$ cat src/rtl/dual_pio_pkg.sv
package dual_pio_pkg;

   localparam int ADDR_W = 9;
   localparam int DATA_W = 32;
   localparam int NUM_CH = 2;

   localparam logic [ADDR_W-1:0] OFS_C0_DATA = 9'h000;
   localparam logic [ADDR_W-1:0] OFS_C0_DIR  = 9'h004;
   localparam logic [ADDR_W-1:0] OFS_C1_DATA = 9'h008;
   localparam logic [ADDR_W-1:0] OFS_C1_DIR  = 9'h00C;
   localparam logic [ADDR_W-1:0] OFS_GIE     = 9'h11C;
   localparam logic [ADDR_W-1:0] OFS_STAT    = 9'h120;
   localparam logic [ADDR_W-1:0] OFS_ENA     = 9'h128;

   localparam logic [1:0] RESP_OKAY = 2'b00;

   // Expands byte strobes into a per-bit write mask.
   function automatic logic [DATA_W-1:0] strobe_to_mask(input logic [DATA_W/8-1:0] strb);
      logic [DATA_W-1:0] m;
      for (int b = 0; b < DATA_W/8; b++) begin
         m[b*8 +: 8] = {8{strb[b]}};
      end
      return m;
   endfunction

endpackage

$ cat src/rtl/pio_axil_slave.sv
module pio_axil_slave
   import dual_pio_pkg::*;
(
   input  logic              clk,
   input  logic              rst_n,
   input  logic [ADDR_W-1:0] awaddr,
   input  logic              awvalid,
   output logic              awready,
   input  logic [DATA_W-1:0] wdata,
   input  logic [DATA_W/8-1:0] wstrb,
   input  logic              wvalid,
   output logic              wready,
   output logic [1:0]        bresp,
   output logic              bvalid,
   input  logic              bready,
   input  logic [ADDR_W-1:0] araddr,
   input  logic              arvalid,
   output logic              arready,
   output logic [DATA_W-1:0] rdata,
   output logic [1:0]        rresp,
   output logic              rvalid,
   input  logic              rready,
   output logic              wr_en,
   output logic [ADDR_W-1:0] wr_addr,
   output logic [DATA_W-1:0] wr_data,
   output logic [DATA_W-1:0] wr_mask,
   output logic [ADDR_W-1:0] rd_addr,
   input  logic [DATA_W-1:0] rd_value
);

   logic rd_en;

   // A write is taken when address and data arrive together and no response is pending.
   assign wr_en   = awvalid & wvalid & ~bvalid;
   assign awready = wr_en;
   assign wready  = wr_en;
   assign wr_addr = awaddr;
   assign wr_data = wdata;
   assign wr_mask = strobe_to_mask(wstrb);
   assign bresp   = RESP_OKAY;

   always_ff @(posedge clk) begin
      if (!rst_n)      bvalid <= 1'b0;
      else if (wr_en)  bvalid <= 1'b1;
      else if (bready) bvalid <= 1'b0;
   end

   assign rd_en   = arvalid & ~rvalid;
   assign arready = rd_en;
   assign rd_addr = araddr;
   assign rresp   = RESP_OKAY;

   always_ff @(posedge clk) begin
      if (!rst_n) begin
         rvalid <= 1'b0;
         rdata  <= '0;
      end else if (rd_en) begin
         rvalid <= 1'b1;
         rdata  <= rd_value;
      end else if (rready) begin
         rvalid <= 1'b0;
      end
   end

endmodule

$ cat src/rtl/pio_channel.sv
module pio_channel
   import dual_pio_pkg::*;
#(
   parameter int          W        = 32,
   parameter bit          PRESENT  = 1'b1,
   parameter bit          IN_ONLY  = 1'b0,
   parameter bit          OUT_ONLY = 1'b0,
   parameter logic [31:0] OUT_INIT = '0,
   parameter logic [31:0] DIR_INIT = '1
) (
   input  logic              clk,
   input  logic              rst_n,
   input  logic              we_data,
   input  logic              we_dir,
   input  logic [DATA_W-1:0] wdata,
   input  logic [DATA_W-1:0] wmask,
   input  logic [W-1:0]      pin_in,
   output logic [W-1:0]      pin_out,
   output logic [W-1:0]      pin_hiz,
   output logic [DATA_W-1:0] rd_data,
   output logic [DATA_W-1:0] rd_dir,
   output logic              changed
);

   if (W < 1 || W > DATA_W) begin : g_bad_width
      $error("pio_channel: W must lie in 1..32");
   end
   if (IN_ONLY && OUT_ONLY) begin : g_bad_mode
      $error("pio_channel: input-only and output-only are exclusive");
   end

   if (!PRESENT) begin : g_absent
      logic unused_in;
      assign unused_in = ^{clk, rst_n, we_data, we_dir, wdata, wmask, pin_in};
      assign pin_out = '0;
      assign pin_hiz = '1;
      assign rd_data = '0;
      assign rd_dir  = '0;
      assign changed = 1'b0;
   end else begin : g_present
      logic [W-1:0] out_q, dir_q, dir_eff;
      logic [W-1:0] sync1_q, sync2_q, hist_q, seen;
      logic [W-1:0] m;
      logic         unused_hi;

      assign m         = wmask[W-1:0];
      assign unused_hi = ^{wdata, wmask, dir_q, out_q};

      always_ff @(posedge clk) begin
         if (!rst_n)       out_q <= W'(OUT_INIT);
         else if (we_data) out_q <= (out_q & ~m) | (wdata[W-1:0] & m);
      end

      always_ff @(posedge clk) begin
         if (!rst_n)      dir_q <= W'(DIR_INIT);
         else if (we_dir) dir_q <= (dir_q & ~m) | (wdata[W-1:0] & m);
      end

      // Two-flop synchronizer plus one history stage for toggle detection.
      always_ff @(posedge clk) begin
         if (!rst_n) begin
            sync1_q <= '0;
            sync2_q <= '0;
            hist_q  <= '0;
         end else begin
            sync1_q <= pin_in;
            sync2_q <= sync1_q;
            hist_q  <= sync2_q;
         end
      end

      if (IN_ONLY) begin : g_in_only
         assign dir_eff = '1;
         assign pin_out = '0;
      end else if (OUT_ONLY) begin : g_out_only
         assign dir_eff = '0;
         assign pin_out = out_q;
      end else begin : g_bidir
         assign dir_eff = dir_q;
         assign pin_out = out_q;
      end

      assign seen    = (dir_eff & sync2_q) | (~dir_eff & out_q);
      assign pin_hiz = dir_eff;
      assign rd_data = DATA_W'(seen);
      assign rd_dir  = DATA_W'(dir_eff);
      assign changed = |((sync2_q ^ hist_q) & dir_eff);
   end

endmodule

$ cat src/rtl/pio_irq.sv
module pio_irq
   import dual_pio_pkg::*;
#(
   parameter bit PRESENT = 1'b1,
   parameter int NCH     = NUM_CH
) (
   input  logic              clk,
   input  logic              rst_n,
   input  logic              we_gie,
   input  logic              we_stat,
   input  logic              we_ena,
   input  logic [DATA_W-1:0] wdata,
   input  logic [DATA_W-1:0] wmask,
   input  logic [NCH-1:0]    changed,
   output logic              gie_q,
   output logic [NCH-1:0]    stat_q,
   output logic [NCH-1:0]    ena_q,
   output logic              irq
);

   if (NCH < 1 || NCH > DATA_W - 1) begin : g_bad_nch
      $error("pio_irq: NCH out of range");
   end

   if (!PRESENT) begin : g_absent
      logic unused_in;
      assign unused_in = ^{clk, rst_n, we_gie, we_stat, we_ena, wdata, wmask, changed};
      assign gie_q  = 1'b0;
      assign stat_q = '0;
      assign ena_q  = '0;
      assign irq    = 1'b0;
   end else begin : g_present
      logic [NCH-1:0] wbits, mbits, clr;
      logic           unused_hi;

      assign wbits     = wdata[NCH-1:0];
      assign mbits     = wmask[NCH-1:0];
      assign clr       = we_stat ? (wbits & mbits) : '0;
      assign unused_hi = ^{wdata, wmask};

      always_ff @(posedge clk) begin
         if (!rst_n)                         gie_q <= 1'b0;
         else if (we_gie && wmask[DATA_W-1]) gie_q <= wdata[DATA_W-1];
      end

      always_ff @(posedge clk) begin
         if (!rst_n)      ena_q <= '0;
         else if (we_ena) ena_q <= (ena_q & ~mbits) | (wbits & mbits);
      end

      // A new toggle wins over a clear in the same cycle.
      always_ff @(posedge clk) begin
         if (!rst_n) stat_q <= '0;
         else        stat_q <= (stat_q & ~clr) | changed;
      end

      assign irq = gie_q & (|(stat_q & ena_q));
   end

endmodule

$ cat src/rtl/dual_pio.sv
module dual_pio
   import dual_pio_pkg::*;
#(
   parameter int          CH0_W        = 32,
   parameter int          CH1_W        = 32,
   parameter bit          HAS_CH1      = 1'b0,
   parameter bit          HAS_IRQ      = 1'b0,
   parameter bit          CH0_IN_ONLY  = 1'b0,
   parameter bit          CH0_OUT_ONLY = 1'b0,
   parameter bit          CH1_IN_ONLY  = 1'b0,
   parameter bit          CH1_OUT_ONLY = 1'b0,
   parameter logic [31:0] CH0_OUT_INIT = '0,
   parameter logic [31:0] CH0_DIR_INIT = '1,
   parameter logic [31:0] CH1_OUT_INIT = '0,
   parameter logic [31:0] CH1_DIR_INIT = '1
) (
   input  logic              clk,
   input  logic              rst_n,
   input  logic [8:0]        s_awaddr,
   input  logic              s_awvalid,
   output logic              s_awready,
   input  logic [31:0]       s_wdata,
   input  logic [3:0]        s_wstrb,
   input  logic              s_wvalid,
   output logic              s_wready,
   output logic [1:0]        s_bresp,
   output logic              s_bvalid,
   input  logic              s_bready,
   input  logic [8:0]        s_araddr,
   input  logic              s_arvalid,
   output logic              s_arready,
   output logic [31:0]       s_rdata,
   output logic [1:0]        s_rresp,
   output logic              s_rvalid,
   input  logic              s_rready,
   input  logic [CH0_W-1:0]  ch0_in,
   output logic [CH0_W-1:0]  ch0_out,
   output logic [CH0_W-1:0]  ch0_hiz,
   input  logic [CH1_W-1:0]  ch1_in,
   output logic [CH1_W-1:0]  ch1_out,
   output logic [CH1_W-1:0]  ch1_hiz,
   output logic              irq
);

   localparam int NCH = NUM_CH;

   logic              wr_en;
   logic [ADDR_W-1:0] wr_addr, rd_addr;
   logic [DATA_W-1:0] wr_data, wr_mask, rd_value;
   logic [DATA_W-1:0] c0_data, c0_dir, c1_data, c1_dir;
   logic [NCH-1:0]    chg;
   logic              irq_gie_q;
   logic [NCH-1:0]    irq_stat_q, irq_ena_q;

   pio_axil_slave u_bus (
      .clk(clk), .rst_n(rst_n),
      .awaddr(s_awaddr), .awvalid(s_awvalid), .awready(s_awready),
      .wdata(s_wdata), .wstrb(s_wstrb), .wvalid(s_wvalid), .wready(s_wready),
      .bresp(s_bresp), .bvalid(s_bvalid), .bready(s_bready),
      .araddr(s_araddr), .arvalid(s_arvalid), .arready(s_arready),
      .rdata(s_rdata), .rresp(s_rresp), .rvalid(s_rvalid), .rready(s_rready),
      .wr_en(wr_en), .wr_addr(wr_addr), .wr_data(wr_data), .wr_mask(wr_mask),
      .rd_addr(rd_addr), .rd_value(rd_value)
   );

   pio_channel #(
      .W(CH0_W), .PRESENT(1'b1), .IN_ONLY(CH0_IN_ONLY), .OUT_ONLY(CH0_OUT_ONLY),
      .OUT_INIT(CH0_OUT_INIT), .DIR_INIT(CH0_DIR_INIT)
   ) u_ch0 (
      .clk(clk), .rst_n(rst_n),
      .we_data(wr_en && wr_addr == OFS_C0_DATA),
      .we_dir (wr_en && wr_addr == OFS_C0_DIR),
      .wdata(wr_data), .wmask(wr_mask),
      .pin_in(ch0_in), .pin_out(ch0_out), .pin_hiz(ch0_hiz),
      .rd_data(c0_data), .rd_dir(c0_dir), .changed(chg[0])
   );

   pio_channel #(
      .W(CH1_W), .PRESENT(HAS_CH1), .IN_ONLY(CH1_IN_ONLY), .OUT_ONLY(CH1_OUT_ONLY),
      .OUT_INIT(CH1_OUT_INIT), .DIR_INIT(CH1_DIR_INIT)
   ) u_ch1 (
      .clk(clk), .rst_n(rst_n),
      .we_data(wr_en && wr_addr == OFS_C1_DATA),
      .we_dir (wr_en && wr_addr == OFS_C1_DIR),
      .wdata(wr_data), .wmask(wr_mask),
      .pin_in(ch1_in), .pin_out(ch1_out), .pin_hiz(ch1_hiz),
      .rd_data(c1_data), .rd_dir(c1_dir), .changed(chg[1])
   );

   pio_irq #(.PRESENT(HAS_IRQ), .NCH(NCH)) u_irq (
      .clk(clk), .rst_n(rst_n),
      .we_gie (wr_en && wr_addr == OFS_GIE),
      .we_stat(wr_en && wr_addr == OFS_STAT),
      .we_ena (wr_en && wr_addr == OFS_ENA),
      .wdata(wr_data), .wmask(wr_mask), .changed(chg),
      .gie_q(irq_gie_q), .stat_q(irq_stat_q), .ena_q(irq_ena_q), .irq(irq)
   );

   always_comb begin
      case (rd_addr)
         OFS_C0_DATA: rd_value = c0_data;
         OFS_C0_DIR:  rd_value = c0_dir;
         OFS_C1_DATA: rd_value = c1_data;
         OFS_C1_DIR:  rd_value = c1_dir;
         OFS_GIE:     rd_value = {irq_gie_q, {(DATA_W-1){1'b0}}};
         OFS_STAT:    rd_value = DATA_W'(irq_stat_q);
         OFS_ENA:     rd_value = DATA_W'(irq_ena_q);
         default:     rd_value = '0;
      endcase
   end

endmodule

$ cat config.mk
export PLATFORM = sky130hd
export DESIGN_NAME = dual_pio
export DESIGN_NICKNAME = d
export VERILOG_FILES = /design/src/rtl/dual_pio_pkg.sv /design/src/rtl/pio_axil_slave.sv /design/src/rtl/pio_channel.sv /design/src/rtl/pio_irq.sv /design/src/rtl/dual_pio.sv
export SDC_FILE = /design/constraint.sdc
export NUM_CORES = 1
export LEC_CHECK = 0
export ABC_AREA = 1
export BUFFER_PORTS_ARGS = -buffer_cell sky130_fd_sc_hd__buf_2
export CAP_MARGIN = 20
export CORE_MARGIN = 1
export CORE_UTILIZATION = 50
export CTS_BUF_LIST = sky130_fd_sc_hd__clkbuf_2 sky130_fd_sc_hd__clkbuf_4 sky130_fd_sc_hd__clkbuf_8
export CTS_CLUSTER_SIZE = 10
export DETAILED_ROUTE_END_ITERATION = 6
export HOLD_SLACK_MARGIN = 0.1
export PLACE_DENSITY = 0.86
export RECOVER_POWER = 25
export SLEW_MARGIN = 20
export SYNTH_ARGS = -nofsm -noshare
export SYNTH_HDL_FRONTEND = slang
export SYNTH_SLANG_ARGS = --single-unit
$ cat constraint.sdc
create_clock -name clk -period 2.7 [get_ports clk]
set_input_delay 0.54 -clock clk [delete_from_list [all_inputs] [get_ports clk]]
set_output_delay 0.54 -clock clk [all_outputs]
set_load 0.01 [all_outputs]
==> results of run 1 <==
final timing paths:
| path | slack (ns) | end | from |
|---|---|---|---|
| setup reg to reg | 1.18 | flop | u_bus.bvalid$_SDFFE_PN0P_ |
| hold / removal | 0.26 | u_ch0.g_present.sync1_q[16]$_SDFF_PN0_ | ch0_in[16] |
| hold reg to reg | 0.41 | u_ch0.g_present.sync2_q[9]$_SDFF_PN0_ | u_ch0.g_present.sync1_q[9]$_SDFF_PN0_ |
| setup / recovery | 0.87 | s_wready | u_bus.bvalid$_SDFFE_PN0P_ |
cells in the mapped netlist (all sizes together):
cell / n / area, um2
nand2: 262 / 1006
dfxtp: 162 / 3243
nor2: 146 / 593.1
inv: 139 / 521.8
nand3: 137 / 798.3
buf: 91 / 663.1
o21ai: 32 / 160.2
clkbuf: 19 / 75.07
conb: 2 / 7.510
or2: 2 / 15.02
nor3: 1 / 5.000
o21a: 1 / 7.510
cell usage in the layout, fill, tap and decap left out:
cell type	count
nand2_1	253
buf_2	192
dfxtp_1	162
nor2_1	137
inv_1	134
nand3_1	128
conb_1	69
o21ai_0	32
clkbuf_8	18
nand3_4	9
nand2_2	9
inv_2	5
nor2_4	5
clkbuf_4	4
bufinv_16	4
buf_4	4
clkinv_2	3
nor2_2	2
nor2_8	2
clkinv_4	2
buf_12	2
diode_2	1
or2_4	1
or2_1	1
nor3_2	1
o21a_1	1
clkinvlp_4	1
cell type report:
type                    instances  share of cell area
flip-flops and latches        162              0.3888
multi-input cells             650              0.3452
repair buffers                200              0.1254
inverters                     139             0.06256
clock buffers                  20             0.03150
well taps                     180             0.02700
clock inverters                10             0.01920
diodes                          1           0.0003000
metrics by stage:
step	instances	cell area (um2)	power (mW)	util	hold slack, ns
6_report	1362	8341	4.842	0.6009	0.2560
3_5_place_dp	1331	7928	2.987	0.5711	0.3961
5_1_grt	1361	8338	5.047	0.6007	0.2267
2_1_floorplan	1061	7347	2.884	-	0.3905
3_3_place_gp	1331	7928	2.978	0.5711	0.3923
4_1_cts	1361	8351	4.865	0.6016	0.2312
metal layers:
layer  share of wire  routed length, um  track usage
met3           0.077               1316      0.06344
met1            0.41               6928       0.2737
met4           0.025                420       0.1211
met2            0.49               8380       0.4057
met5               0                  0            0
kinds of logic after synthesis:
family          Yosys count
flops                   162
buf+inv                 249
other cells               2
simple gates            548
compound gates           33
where the power goes:
group,total (mW),internal (mW),leakage (nW),switching [mW]
Clock,1.91,1.04,0.215,0.869
Sequential,2.50,2.47,1.33,0.0291
Combinational,0.438,0.154,3.25,0.285
critical path, stage by stage (launching register included):
cell and delay [ns]:
dfxtp_1 0.34, inv_2 0.09, nand3_4 0.10, inv_1 0.16, buf_2 0.16
==> flow_summary.toml, run 1 <==
[detailed_routing]
via_per_inst = 4.720
drt_wl_total_um = 17050
vias = 6428
drc = 0
dr.first_iter.drc_count = 571
firstDrtPassIters = 5
wl_per_cell_um = 12.51
antenna_left = 0

[clocking]
cts_made_buffers = 17
cts.clk_slew.worst_paths_ns = 0.09
ctsRootBufferMaster = "clkbuf_8"
clockBufferDepth = 2
post_cts_buffers = 0
ctsResizeCount = 0
clock_latency_ns = 0.46
cts_tree = "yes"
postCtsHoldBufs = 0
htree_levels = 4
cts_sinks = 162

[place]
dp_hpwl_um = 11040
port_buffers = 193
pre_cts_slack_ns = 0.7200
finalWeightedCongestion = 0.8193

[synth]
yosys_warnings = 0
synthDistinctLibCells = 22
synth-adder-area-share = 0
synth_simple_gate_area_frac = 0.3407
synth-seq-cells = 162
synth.mux.area_fraction = 0
synthCells = 994
synth-compound-area-share = 0.02363
seq_area_frac_synth = 0.4571
synth-xor-area-share = 0
syn-cell-area_um2 = 7096
syn_avg_cell_area_um2 = 7.138
synth_top_family_by_area = "simple AND/OR/NAND/NOR gates"

[layout]
drive_above_1_share = 0.2235
fill_cells = 1260
seq_area_um2 = 3243
syn_to_final_growth_pct = 17.55
num-nets-final = 1295
multi_input_area_um2 = 2879

[power]
peakVddDrop_mv = 0.3603
power_density_nw_per_um2 = 580.5
p_leak_nw = 4.796

[die]
dieArea_um2 = 14670
pin_count = 295
initial_core_util = 0.5112
die_y_um = 121.1
rows = 43
die_w_um = 121.1
core_area_um2 = 13880

[timing]
slew_headroom = 0.04212
tightest_slew_ns = 1.437
setup_viol = 0
setup_tns_ns = 0
fin_worst_skew_ns = 0.01020
finalCriticalPeriod_ns = 1.832
fin_ws_ns = 0.8680
period_share = 0.6785
final_hold_viol_count = 0
final_max_slew_viol_count = 0
max_freq_ghz = 0.5459
rsz0062_at_grt = "false"

[hold_path]
hold_depth = 3
hp-class = "primary input to flop"

[status]
status = "finished clean"

[flow_run]
drv_cap = 0

[worst_setup_path]
critical_path_required_ns = 2.16
cp_max_fo = 3
start_kind = "flop"
crit_path_end_kind = "primary output"
critical_path_class = "flop to primary output"
critical_path_arrival_ns = 1.29
reg2reg_depth = 7

[global_routing]
antenna_found_initial = 1
grt_pass1_wl_um = 27160
grtUsageTotal = 0.2383
grt_start_max_net_pins = 130
gr-total-overflow = 0
grt_pass1_vias = 5723
No activity file was read; power rests on OpenSTA's default activity.
==> run 2, diff against run 1 <==
==> constraint.sdc (replaced) <==
create_clock -name clk -period 1.9 [get_ports clk]
set_input_delay 0.38 -clock clk [delete_from_list [all_inputs] [get_ports clk]]
set_output_delay 0.38 -clock clk [all_outputs]
set_load 0.01 [all_outputs]
==> run 2 against run 1 <==
  * Global-route usage grew 1.3 points
  * Worst setup slack got worse by 0.63 ns
  * Design area rose by 4.2%
  * Non-clock buffer count rose by 29
  * Sequential power increased by 42%
  * Via count grew 2.3%
  * Largest power group unchanged
  * Core utilization increased by 2.5 points
  * Sequential share of layout area decreased by 1.6 points
  * Die area unchanged
  * Clock-buffer cell count rose by 3
  * Clock power rose by 48%
  * Register-to-register slack got worse by 0.77 ns
==> flow_summary.toml, run 2 (same netlist as run 1, synthesis figures left out) <==
[die]
die_w_um = 121.1
rows = 43
pin_count = 295
initial_core_util = 0.5112
die_y_um = 121.1
core_area_um2 = 13880
dieArea_um2 = 14670

[power]
seqPwrFrac = 0.502
power_mw = 7.061
power_density_nw_per_um2 = 812.7
p_comb_frac = 0.097
intPower_mw = 5.362
swShare = 0.2406
p_leak_nw = 4.938
power_frac_clock = 0.401
peakVddDrop_mv = 0.6985
power.switching_mw = 1.699

[clocking]
htree_levels = 4
cts_sinks = 162
cts_tree = "yes"
cts_made_buffers = 17
ctsRootBufferMaster = "clkbuf_8"
clockBufferDepth = 2
clock_latency_ns = 0.45
cts.clk_slew.worst_paths_ns = 0.08
post_cts_buffers = 0

[detailed_routing]
drt_wl_total_um = 18040
drc = 0
vias = 6577
wl_per_cell_um = 12.95
firstDrtPassIters = 6
via_per_inst = 4.721
antenna_left = 0
dr.first_iter.drc_count = 419

[worst_setup_path]
critical_path_arrival_ns = 1.95
regToRegStartpoint = "u_bus.bvalid$_SDFFE_PN0P_"
crit_start = "rst_n"
reg2reg_depth = 7
start_kind = "primary input"
critical_path_class = "primary input to flop"
crit_path_end_kind = "flop"
reg2reg_setup_slack_ns = 0.41
cp_max_fo = 19
critical_path_required_ns = 2.19

[timing]
tightest_slew_ns = 0.9817
period_share = 0.8744
setup_viol = 0
fin_worst_skew_ns = 0.01671
finalCriticalPeriod_ns = 1.661
slew_headroom = 0.3456
max_freq_ghz = 0.6019
rsz0062_at_grt = "false"
setup_tns_ns = 0
final_max_slew_viol_count = 0
fin_hold_ws_ns = 0.1376
final_hold_viol_count = 0

[layout]
fill_cells = 1209
multi_input_area_um2 = 2879
seq_area_um2 = 3243
final_cell_mix = "nand2_1, buf_2, dfxtp_1, nor2_1, inv_1"
drive_above_1_share = 0.2195
num-nets-final = 1324
syn_to_final_growth_pct = 22.45
final_common_cell = "nand2_1"

[global_routing]
grtUsageTotal = 0.2510
antenna_found_initial = 1
grt_pass1_wl_um = 28410
gr-total-overflow = 0
grt_start_max_net_pins = 66
grt_pass1_vias = 5902

[hold_path]
worstHoldStart = "ch0_in[7]"
hp-class = "primary input to flop"

[place]
finalWeightedCongestion = 0.8318
dp_hpwl_um = 11350
port_buffers = 193

[status]
status = "finished clean"

[flow_run]
drv_cap = 0
-- run 2: cell count changes in the layout (fill, tap and decap cells not counted) --
cell           before  now
dlygate4sd3_1       0   27
clkbuf_8           18   21
clkbuf_1            0    2
buf_12              2    5
buf_4               4    1
clkinv_4            2    1
-- run 2: cell type report --
cell class / instances / area share
diodes: 1 / 0.0002880
clock buffers: 23 / 0.03499
clock inverters: 9 / 0.01743
inverters: 139 / 0.06005
multi-input cells: 650 / 0.3314
flip-flops and latches: 162 / 0.3733
well taps: 180 / 0.02592
repair buffers: 229 / 0.1567
-- run 2: power groups by stage --
stage / registers [mW] / clock network (mW) / logic, mW
floorplan: 3.64 / 0 / 0.456
global placement: 3.62 / 0 / 0.624
detailed placement: 3.63 / 0 / 0.635
CTS: 3.55 / 2.88 / 0.681
global route: 3.56 / 3.03 / 0.759
finish: 3.55 / 2.83 / 0.685
-- run 2: how the worst min path moves through the flow --
stage                     slack, ns                                      to  depth (start not counted)
after floorplan                0.39   u_ch0.g_present.sync2_q[0]$_SDFF_PN0_                          2
after global placement         0.39  u_ch0.g_present.sync2_q[22]$_SDFF_PN0_                          2
after detailed placement       0.40  u_ch0.g_present.sync2_q[29]$_SDFF_PN0_                          2
after CTS                      0.10   u_ch0.g_present.sync1_q[7]$_SDFF_PN0_                          3
after global routing           0.10   u_ch0.g_present.sync1_q[7]$_SDFF_PN0_                          3
final                          0.14   u_ch0.g_present.sync1_q[7]$_SDFF_PN0_                          3
-- run 2: repair_timing --
| action | CTS | global route |
|---|---|---|
| gates resized for setup | 0 | 0 |
| hold buffers | 27 | 0 |
| endpoints found under the hold margin | 27 | 0 |
-- run 2: through the flow --
step | util | worst slack, ns | cells | area [um2]
2_1_floorplan | - | 0.5607 | 1061 | 7347
4_1_cts | 0.6272 | 0.1984 | 1392 | 8706
3_5_place_dp | 0.5749 | 0.1396 | 1333 | 7980
5_1_grt | 0.6257 | 0.1402 | 1392 | 8686
6_report | 0.6259 | 0.2387 | 1393 | 8688
3_3_place_gp | 0.5749 | 0.1854 | 1333 | 7980
-- run 2: critical path, cell delays in order --
cell      delay (ns)
clkbuf_1        0.71
clkbuf_1        0.68
nand3_1         0.17
-- run 2: per-layer routing --
layer / share of wire / GRT usage / wire, um
met1: 0.39 / 0.2847 / 6958
met2: 0.51 / 0.4468 / 9234
met3: 0.083 / 0.06250 / 1491
met4: 0.020 / 0.1019 / 352
met5: 0 / 0 / 0
==> run 3, diff against run 2 <==
--- a/config.mk
+++ b/config.mk
@@ -13,6 +13,7 @@
 export CTS_BUF_LIST = sky130_fd_sc_hd__clkbuf_2 sky130_fd_sc_hd__clkbuf_4 sky130_fd_sc_hd__clkbuf_8
 export CTS_CLUSTER_SIZE = 10
 export DETAILED_ROUTE_END_ITERATION = 6
+export GPL_TIMING_DRIVEN = 0
 export HOLD_SLACK_MARGIN = 0.1
 export PLACE_DENSITY = 0.86
 export RECOVER_POWER = 25
==> run 3 against run 2 <==
  * Via count increased by 6.1%
  * Critical path depth increased by 2
  * Clock-buffer cell count decreased by 1
  * Worst setup slack got worse by 0.15 ns
  * Clock power decreased by 13%
  * Cell count increased by 7.3%
  * Flip-flop and latch count unchanged
  * Core utilization increased by 3.8 points
  * Design area increased by 6.1%
  * Wire length increased by 11%
  * Critical path type is now flop to primary output
  * Largest power group unchanged
==> flow_summary.toml, run 3 (same netlist as run 1, synthesis figures left out) <==
[status]
status = "finished clean"

[power]
power_density_nw_per_um2 = 739.2
power_frac_clock = 0.359
power.switching_mw = 1.784
intPower_mw = 5.034
swShare = 0.2617
seqPwrFrac = 0.521
p_leak_nw = 5.289
p_comb_frac = 0.121
peakVddDrop_mv = 0.5122

[clocking]
cts_sinks = 162
clock_latency_ns = 0.47
cts_tree = "yes"
htree_levels = 4
cts.clk_slew.worst_paths_ns = 0.08
clockBufferDepth = 2
ctsRootBufferMaster = "clkbuf_8"
cts_made_buffers = 17

[global_routing]
grt_pass1_wl_um = 30710
grt_start_max_net_pins = 17
grtUsageTotal = 0.2760
gr-usage-met3 = 0.07895
gr-total-overflow = 0
top_usage_layer = "met2"
grt_pass1_vias = 6270
antenna_found_initial = 1
gr-usage-met1 = 0.3289
use_met2 = 0.4654

[place]
dp_hpwl_um = 13970
placed_area_um2 = 8538
finalWeightedCongestion = 0.8741
port_buffers = 193

[timing]
rsz0062_at_grt = "false"
finalCriticalPeriod_ns = 1.814
tightest_slew_ns = 0.7535
period_share = 0.9547
max_freq_ghz = 0.5513
final_max_slew_viol_count = 0
final_hold_viol_count = 0
fin_worst_skew_ns = 0.01202
setup_viol = 0
slew_headroom = 0.4938

[layout]
utilization = 0.6644
syn_to_final_growth_pct = 29.98
final_area_um2 = 9223
diodes = 0
seq_area_um2 = 3243
num-nets-final = 1429
multi_input_area_um2 = 2846
fill_cells = 1186
drive_above_1_share = 0.2578
final_cell_mix = "nand2_1, buf_2, dfxtp_1, nor2_1, inv_1"
final_common_cell = "nand2_1"

[hold_path]
hp-class = "primary input to flop"

[detailed_routing]
antenna_left = 0
wl_per_cell_um = 13.42
drc = 0
drt_wl_total_um = 20060
via_per_inst = 4.669
firstDrtPassIters = 6
vias = 6980
dr.first_iter.drc_count = 615

[worst_setup_path]
start_kind = "flop"
crit_buf_inv = 4
max_stage_delay_ns = 0.34
path_cells = "inv_2 > nand3_4 > inv_1 > buf_4 > buf_2"
critical_path_class = "flop to primary output"
cp_max_fo = 3
crit_family = "buffers and inverters"
critical_path_required_ns = 1.52
critical_path_arrival_ns = 1.43
crit_path_end_kind = "primary output"
crit_slowest_cell = "dfxtp_1"

[die]
core_area_um2 = 13880
die_w_um = 121.1
pin_count = 295
dieArea_um2 = 14670
rows = 43
initial_core_util = 0.5112
die_y_um = 121.1

[flow_run]
drv_cap = 0
## run 3: power by group through the flow
stage	logic, mW	registers, mW	clock network [mW]
floorplan	0.456	3.64	0
global placement	0.739	3.62	0
detailed placement	0.750	3.63	0
CTS	0.803	3.55	2.44
global route	0.909	3.56	2.61
finish	0.823	3.55	2.45
## run 3: worst min-delay path, delay by kind of cell
family	cells	cell delay, ns
buf+inv	2	0.13
simple gates	1	0.05
## run 3: final timing paths
| kind | startpoint | to | slack (ns) | cells past startpoint |
|---|---|---|---|---|
| setup / recovery | u_bus.bvalid$_SDFFE_PN0P_ | s_wready | 0.09 | 5 |
| hold / removal | ch0_in[10] | u_ch0.g_present.sync1_q[10]$_SDFF_PN0_ | 0.12 | 3 |
| setup reg to reg | u_bus.bvalid$_SDFFE_PN0P_ | flop | 0.37 | 8 |
| hold reg to reg | u_ch0.g_present.sync1_q[18]$_SDFF_PN0_ | u_ch0.g_present.sync2_q[18]$_SDFF_PN0_ | 0.42 | 2 |
## run 3: layout make-up
type | instances | area share
clock inverters | 8 | 0.008683
plain buffers | 110 | 0.08059
repair buffers | 224 | 0.1373
multi-input cells | 650 | 0.3086
inverters | 139 | 0.05657
well taps | 180 | 0.02442
clock buffers | 22 | 0.03215
flip-flops and latches | 162 | 0.3516
## run 3: timing repair
item | 4_1_cts | 5_1_grt
setup endpoints to repair | 1 | 1
endpoints found under the hold margin | 27 | 3
setup buffers | 1 | 0
resized for setup | 3 | 1
hold buffers | 27 | 3
## run 3: per-layer routing
metal,part of all wire,vias to the layer above
met4,0.021,0
met2,0.49,319
li1,-,3478
met1,0.40,3141
met3,0.081,42
met5,0,-
## run 3: through the flow
stage	instances	setup WS [ns]	hold slack, ns	setup TNS (ns)	total power [mW]
2_1_floorplan	1061	0.5607	0.3905	0	4.099
3_3_place_gp	1434	-0.02780	0.3922	-0.1557	4.362
3_5_place_dp	1434	-0.02626	0.3987	-0.02626	4.376
4_1_cts	1492	0.02097	0.1010	0	6.789
5_1_grt	1495	0.008041	0.1053	0	7.082
6_report	1495	0.08606	0.1172	0	6.818
